[src/rtl/gpio_pkg.sv]
// Shared types and register addresses for the pin controller.
package gpio_pkg;
    typedef enum logic [1:0] {
        PM_INPUT     = 2'b00,
        PM_PUSHPULL  = 2'b01,
        PM_OPENDRAIN = 2'b10,
        PM_INPUT_ALT = 2'b11
    } pin_mode_e;

    localparam logic [1:0] ADDR_CFG    = 2'd0;
    localparam logic [1:0] ADDR_DATA   = 2'd1;
    localparam logic [1:0] ADDR_STATUS = 2'd2;
endpackage

[src/rtl/gpio_sync.sv]
// Multi-stage synchronizer for asynchronous pin levels.
// Assumes each bit is an independent level; no bus coherency is implied.
module gpio_sync #(
    parameter int WIDTH  = 3,
    parameter int STAGES = 2
) (
    input  logic             clk,
    input  logic             rst_n,
    input  logic [WIDTH-1:0] din,
    output logic [WIDTH-1:0] dout
);
    logic [WIDTH-1:0] chain_q [STAGES];

    // Shift the input through the flop chain.
    always_ff @(posedge clk) begin
        if (!rst_n) begin
            for (int s = 0; s < STAGES; s++) chain_q[s] <= '0;
        end else begin
            chain_q[0] <= din;
            for (int s = 1; s < STAGES; s++) chain_q[s] <= chain_q[s-1];
        end
    end

    assign dout = chain_q[STAGES-1];

    generate
        if (STAGES == 2) begin : g_chk
            // the output equals the input from two edges earlier
            assert_sync_delay_R6: assert property (@(posedge clk) disable iff (!rst_n)
                $past(rst_n, 2) |-> dout == $past(din, 2));
        end
    endgenerate
endmodule

[src/rtl/gpio_pin.sv]
// One bidirectional pin: mode-dependent drive and edge-triggered status.
// Assumes pin_sync is already synchronized to clk.
module gpio_pin
    import gpio_pkg::*;
(
    input  logic      clk,
    input  logic      rst_n,
    input  pin_mode_e mode,
    input  logic      data_bit,
    input  logic      polarity,
    input  logic      clr,
    input  logic      pin_sync,
    output logic      pad_out,
    output logic      pad_oe,
    output logic      stat
);
    logic prev_q;
    logic hit;

    // Hold the synchronized level from the previous cycle.
    always_ff @(posedge clk) begin
        if (!rst_n) prev_q <= 1'b0;
        else        prev_q <= pin_sync;
    end

    assign hit = (pin_sync != prev_q) && (pin_sync == polarity);

    // Latch the status on a matching edge; an edge wins over a clear.
    always_ff @(posedge clk) begin
        if (!rst_n)   stat <= 1'b0;
        else if (hit) stat <= 1'b1;
        else if (clr) stat <= 1'b0;
    end

    // Derive the pad drive from the mode and the data bit.
    always_comb begin
        unique case (mode)
            PM_PUSHPULL:  begin pad_oe = 1'b1;      pad_out = data_bit; end
            PM_OPENDRAIN: begin pad_oe = ~data_bit; pad_out = 1'b0;     end
            default:      begin pad_oe = 1'b0;      pad_out = 1'b0;     end
        endcase
    end

    // a pull-low pin never drives high
    assert_od_no_high_R4: assert property (@(posedge clk) disable iff (!rst_n)
        (mode == PM_OPENDRAIN) |-> !(pad_oe && pad_out));
    // the status rises only after a synchronized edge in the chosen direction
    assert_edge_dir_R7: assert property (@(posedge clk) disable iff (!rst_n)
        $rose(stat) |-> ($past(pin_sync) == $past(polarity)) && ($past(pin_sync, 2) != $past(polarity)));
    // an edge always sets the status, even with a clear pending
    assert_set_wins_R9: assert property (@(posedge clk) disable iff (!rst_n)
        hit |=> stat);
    // a clear with no edge empties the status
    assert_w1c_R8: assert property (@(posedge clk) disable iff (!rst_n)
        (clr && !hit) |=> !stat);
endmodule

[src/rtl/gpio_ctrl.sv]
// Top level: register file, synchronizer, per-pin logic and interrupt.
// Assumes a single-cycle write strobe and a combinational read port.
module gpio_ctrl
    import gpio_pkg::*;
#(
    parameter int NUM_GPIO    = 3,
    parameter int NUM_GPO     = 2,
    parameter int DATA_W      = 32,
    parameter int SYNC_STAGES = 2
) (
    input  logic                clk,
    input  logic                rst_n,
    input  logic                reg_we,
    input  logic [1:0]          reg_addr,
    input  logic [DATA_W-1:0]   reg_wdata,
    output logic [DATA_W-1:0]   reg_rdata,
    input  logic [NUM_GPIO-1:0] gpio_in,
    output logic [NUM_GPIO-1:0] gpio_out,
    output logic [NUM_GPIO-1:0] gpio_oe,
    output logic [NUM_GPO-1:0]  gpo_out,
    output logic                irq
);
    localparam int POL_LSB   = 8;
    localparam int EN_LSB    = 12;
    localparam int GPO_LSB   = NUM_GPIO;
    localparam int OUTRB_LSB = 8;

    logic [DATA_W-1:0]   cfg_q;
    logic [NUM_GPIO-1:0] out_q;
    logic [NUM_GPO-1:0]  gpo_q;
    logic [NUM_GPIO-1:0] pin_sync;
    logic [NUM_GPIO-1:0] status;
    logic [NUM_GPIO-1:0] clr_req;
    logic                wr_data;

    assign wr_data = reg_we && (reg_addr == ADDR_DATA);

    // Host writes to the configuration and data registers.
    always_ff @(posedge clk) begin
        if (!rst_n) begin
            cfg_q <= '0;
            out_q <= '0;
            gpo_q <= '0;
        end else if (reg_we) begin
            if (reg_addr == ADDR_CFG) cfg_q <= reg_wdata;
            if (wr_data) begin
                out_q <= reg_wdata[NUM_GPIO-1:0];
                gpo_q <= reg_wdata[GPO_LSB +: NUM_GPO];
            end
        end
    end

    assign clr_req = (reg_we && reg_addr == ADDR_STATUS) ? reg_wdata[NUM_GPIO-1:0] : '0;

    gpio_sync #(.WIDTH(NUM_GPIO), .STAGES(SYNC_STAGES)) u_sync (
        .clk(clk), .rst_n(rst_n), .din(gpio_in), .dout(pin_sync)
    );

    generate
        for (genvar i = 0; i < NUM_GPIO; i++) begin : g_pin
            gpio_pin u_pin (
                .clk(clk), .rst_n(rst_n),
                .mode(pin_mode_e'(cfg_q[2*i +: 2])),
                .data_bit(out_q[i]),
                .polarity(cfg_q[POL_LSB+i]),
                .clr(clr_req[i]),
                .pin_sync(pin_sync[i]),
                .pad_out(gpio_out[i]),
                .pad_oe(gpio_oe[i]),
                .stat(status[i])
            );
        end
    endgenerate

    assign gpo_out = gpo_q;
    assign irq     = |(status & cfg_q[EN_LSB +: NUM_GPIO]);

    // Select the read data for the addressed register.
    always_comb begin
        reg_rdata = '0;
        unique case (reg_addr)
            ADDR_CFG: reg_rdata = cfg_q;
            ADDR_DATA: begin
                reg_rdata[NUM_GPIO-1:0]          = pin_sync;
                reg_rdata[GPO_LSB +: NUM_GPO]    = gpo_q;
                reg_rdata[OUTRB_LSB +: NUM_GPIO] = out_q;
            end
            ADDR_STATUS: reg_rdata[NUM_GPIO-1:0] = status;
            default: reg_rdata = '0;
        endcase
    end

    // the output-only pins change only after a data write
    assert_gpo_stable_R5: assert property (@(posedge clk) disable iff (!rst_n)
        !$past(wr_data) && $past(rst_n) |-> $stable(gpo_out));
endmodule

[config.mk]
export PLATFORM = sky130hd
export DESIGN_NAME = gpio_ctrl
export DESIGN_NICKNAME = d
export VERILOG_FILES = /design/src/rtl/gpio_pkg.sv /design/src/rtl/gpio_sync.sv /design/src/rtl/gpio_pin.sv /design/src/rtl/gpio_ctrl.sv
export SDC_FILE = /design/constraint.sdc
export NUM_CORES = 1
export LEC_CHECK = 0
export CAP_MARGIN = 5
export CELL_PAD_IN_SITES_DETAIL_PLACEMENT = 0
export CELL_PAD_IN_SITES_GLOBAL_PLACEMENT = 1
export CORE_ASPECT_RATIO = 1.4
export CORE_UTILIZATION = 30
export DETAILED_ROUTE_END_ITERATION = 16
export HOLD_SLACK_MARGIN = 0.08
export PLACE_DENSITY = 0.73
export SLEW_MARGIN = 0
export SYNTH_ARGS = -nofsm -noshare
export SYNTH_HDL_FRONTEND = slang
export SYNTH_SLANG_ARGS = --single-unit
[constraint.sdc]
create_clock -name clk -period 1 [get_ports clk]
set_input_delay 0.2 -clock clk [delete_from_list [all_inputs] [get_ports clk]]
set_output_delay 0.2 -clock clk [all_outputs]
set_load 0.01 [all_outputs]
==> metrics.txt <==
VDD IR max=0.558 mV; Root Driver=clkbuf_8; drt drc=0; clk sinks=49; Max Cap Viol=0; top post-synthesis cells by count=nand2_1 (69), dfxtp_1 (49), mux2i_1 (45); Die Wd=78.5 µm; Reg2Reg Depth=3; Post-Syn Nets=316; number of antenna diodes=0; critical-path maximum fanout=3; Slew @ Worst Pin=roughly 0.27 ns; vias=2238; critical path class=reg2out; FF-to-FF setup slack=-0.03 ns; Starting Density=0.313; setup TNS=-10.08 ns; Lkg Pwr=1.81 nW; Setup WS pre-CTS=-1.01 ns; pwr dens=about 970 mW/mm²; CP required=0.80 ns; io pins=81; row cnt=38; global-route wire length before repair=11.2 mm; die height=109 µm; area share of the largest cell type after synthesis=0.399; WL final=approximately 7 mm; vias in the first global route=2206; WHS Path Cells=2; CTS tree=built; final setup fails=74; Clock Path Buffers=2; Final WS setup=-0.383 ns; relative slew slack=0.818; Synth area leader=dfxtp_1; CTS Buf Count=5; final period utilization=1.38; dpl hpwl=4.16 mm; clk_lat worst skew=0.30 ns; Synth Area per Inst=9.11 µm²; CTS Hold Buffers Added=0; gr usage total=0.173; WP data arrival=1.18 ns; pin count of the biggest net entering global routing=53; RSZ-0062 raised after global routing=yes; fraction of registers with async set/reset=0; most common cell in the netlist=nand2_1; number of synthesized register bits=between 40 and 50; Routed Antenna Nets=0; FMAX=0.723 GHz; CTS clk-pin slew, worst paths=0.10 ns; Final Hold Viols=0; wire length per cell=14.6 µm; Total Power=4.10 mW; Core Box Area=0.00785 mm²; Syn Std Cell Area=0.00246 mm²; YS warnings=0; layout cells sized above 1=0.455; unique cell type count in the Yosys netlist=25; crit path capture type=output port; Die ar.=0.00857 mm²; initial antenna violation count=0; Mapped Cells=270; failing checks=setup timing; CP startpoint kind=flop; Hold Path Class=in2reg; clock skew=0.00847 ns; GRT overflow=0; post-layout min period=1.38 ns; I/O Buffers=80; First-pass DRT Iterations=4; DR iter-0 viols=67; register area share after synthesis=0.399; ranking of synthesized cells by area=dfxtp_1 (40%), mux2i_1 (18%), nand2_1 (11%); Area growth syn-to-layout=72.6%; final net count=438; status=finished with violations; EDFF count, synth=0; CTS HTree Levels=2; top_reg_cell synth=dfxtp_1; count of pins over their slew limit=0; Vias per Instance=4.54; GPL Wtd Cong=0.739
==> kinds of logic after synthesis <==
| kind of cell | count (synthesis) | synth area share |
|---|---|---|
| AOI/OAI and AO/OA | 10 | 0.0331 |
| buffers and inverters | 34 | 0.0952 |
| DFF | 49 | 0.399 |
| adders and majority gates | 6 | 0.0305 |
| muxes | 45 | 0.183 |
| and+or+nand+nor | 126 | 0.259 |
==> metrics by stage <==
stage | hold slack [ns] | area (µm²) | instances | utilization
global route | 0.322 | 4240 | 493 | 0.541
finish | 0.309 | 4240 | 493 | 0.541
detailed placement | 0.419 | 3490 | 459 | 0.445
CTS | 0.293 | 4160 | 493 | 0.530
global placement | 0.419 | 3490 | 459 | 0.445
floorplan | 0.327 | 2480 | 270 | -
==> critical path, stage by stage (launching register included) <==
cell	delay, ns
dfxtp_4	0.37
inv_2	0.07
ha_4	0.13
nand2b_4	0.05
a21oi_2	0.13
buf_2	0.14
==> area by class of cell <==
class                   count  area (µm²)
multi-input cells         187        1440
flip-flops and latches     49        1020
fillers                   733        3600
clock buffers               8        80.1
well taps                 100         125
inverters                  10        45.0
repair buffers            139        1530
==> report_power, final <==
group | internal (mW) | leakage [nW] | switching (mW)
Sequential | 2.02 | 0.411 | 0.0532
Clock | 0.500 | 0.0395 | 0.672
Combinational | 0.534 | 1.36 | 0.325
Total | 3.05 | 1.81 | 1.05
==> registers in the layout, summed over array words and instances, names as in the netlist <==
name                count
u_sync.chain_q          6
cfg_q                  32
g_pin.u_pin.prev_q      3
gpo_out                 2
out_q                   3
g_pin.u_pin.stat        3
==> cells in the final DEF, fill, tap and decap left out, types with 4 or more instances in the layout <==
cell type	instances
dfxtp_2	17
ha_4	5
nand2_1	69
buf_2	16
and2_4	24
and2_1	11
nor2_1	4
buf_6	49
dfxtp_1	26
clkbuf_8	5
buf_16	4
dfxtp_4	6
clkdlybuf4s50_1	35
buf_8	6
buf_4	18
buf_12	10
mux2i_1	45
inv_1	4
==> repair_timing <==
item                                    4_1_cts  5_1_grt
setup buffers                                18        7
endpoints found under the setup margin       81       76
gates resized for setup                     293       32
pin swaps                                    25       23
cloned                                        8        0
==> worst paths after layout <==
| kind | start | endpoint |
|---|---|---|
| max | cfg_q[2] | gpio_oe[1] |
| min | rst_n | g_pin[2].u_pin.prev_q |
| max reg2reg | cfg_q[9] | g_pin[1].u_pin.stat |
| min reg2reg | u_sync.chain_q[0][1] | u_sync.chain_q[0][4] |
==> metal layers <==
layer	GRT usage	vias to the layer above	wire (µm)
li1	-	1124	-
met1	0.204	1044	3010
met2	0.309	62	3720
met3	0.0377	8	339
met4	0.0516	0	106
met5	0	-	0
(Power assumes the default switching activity.)
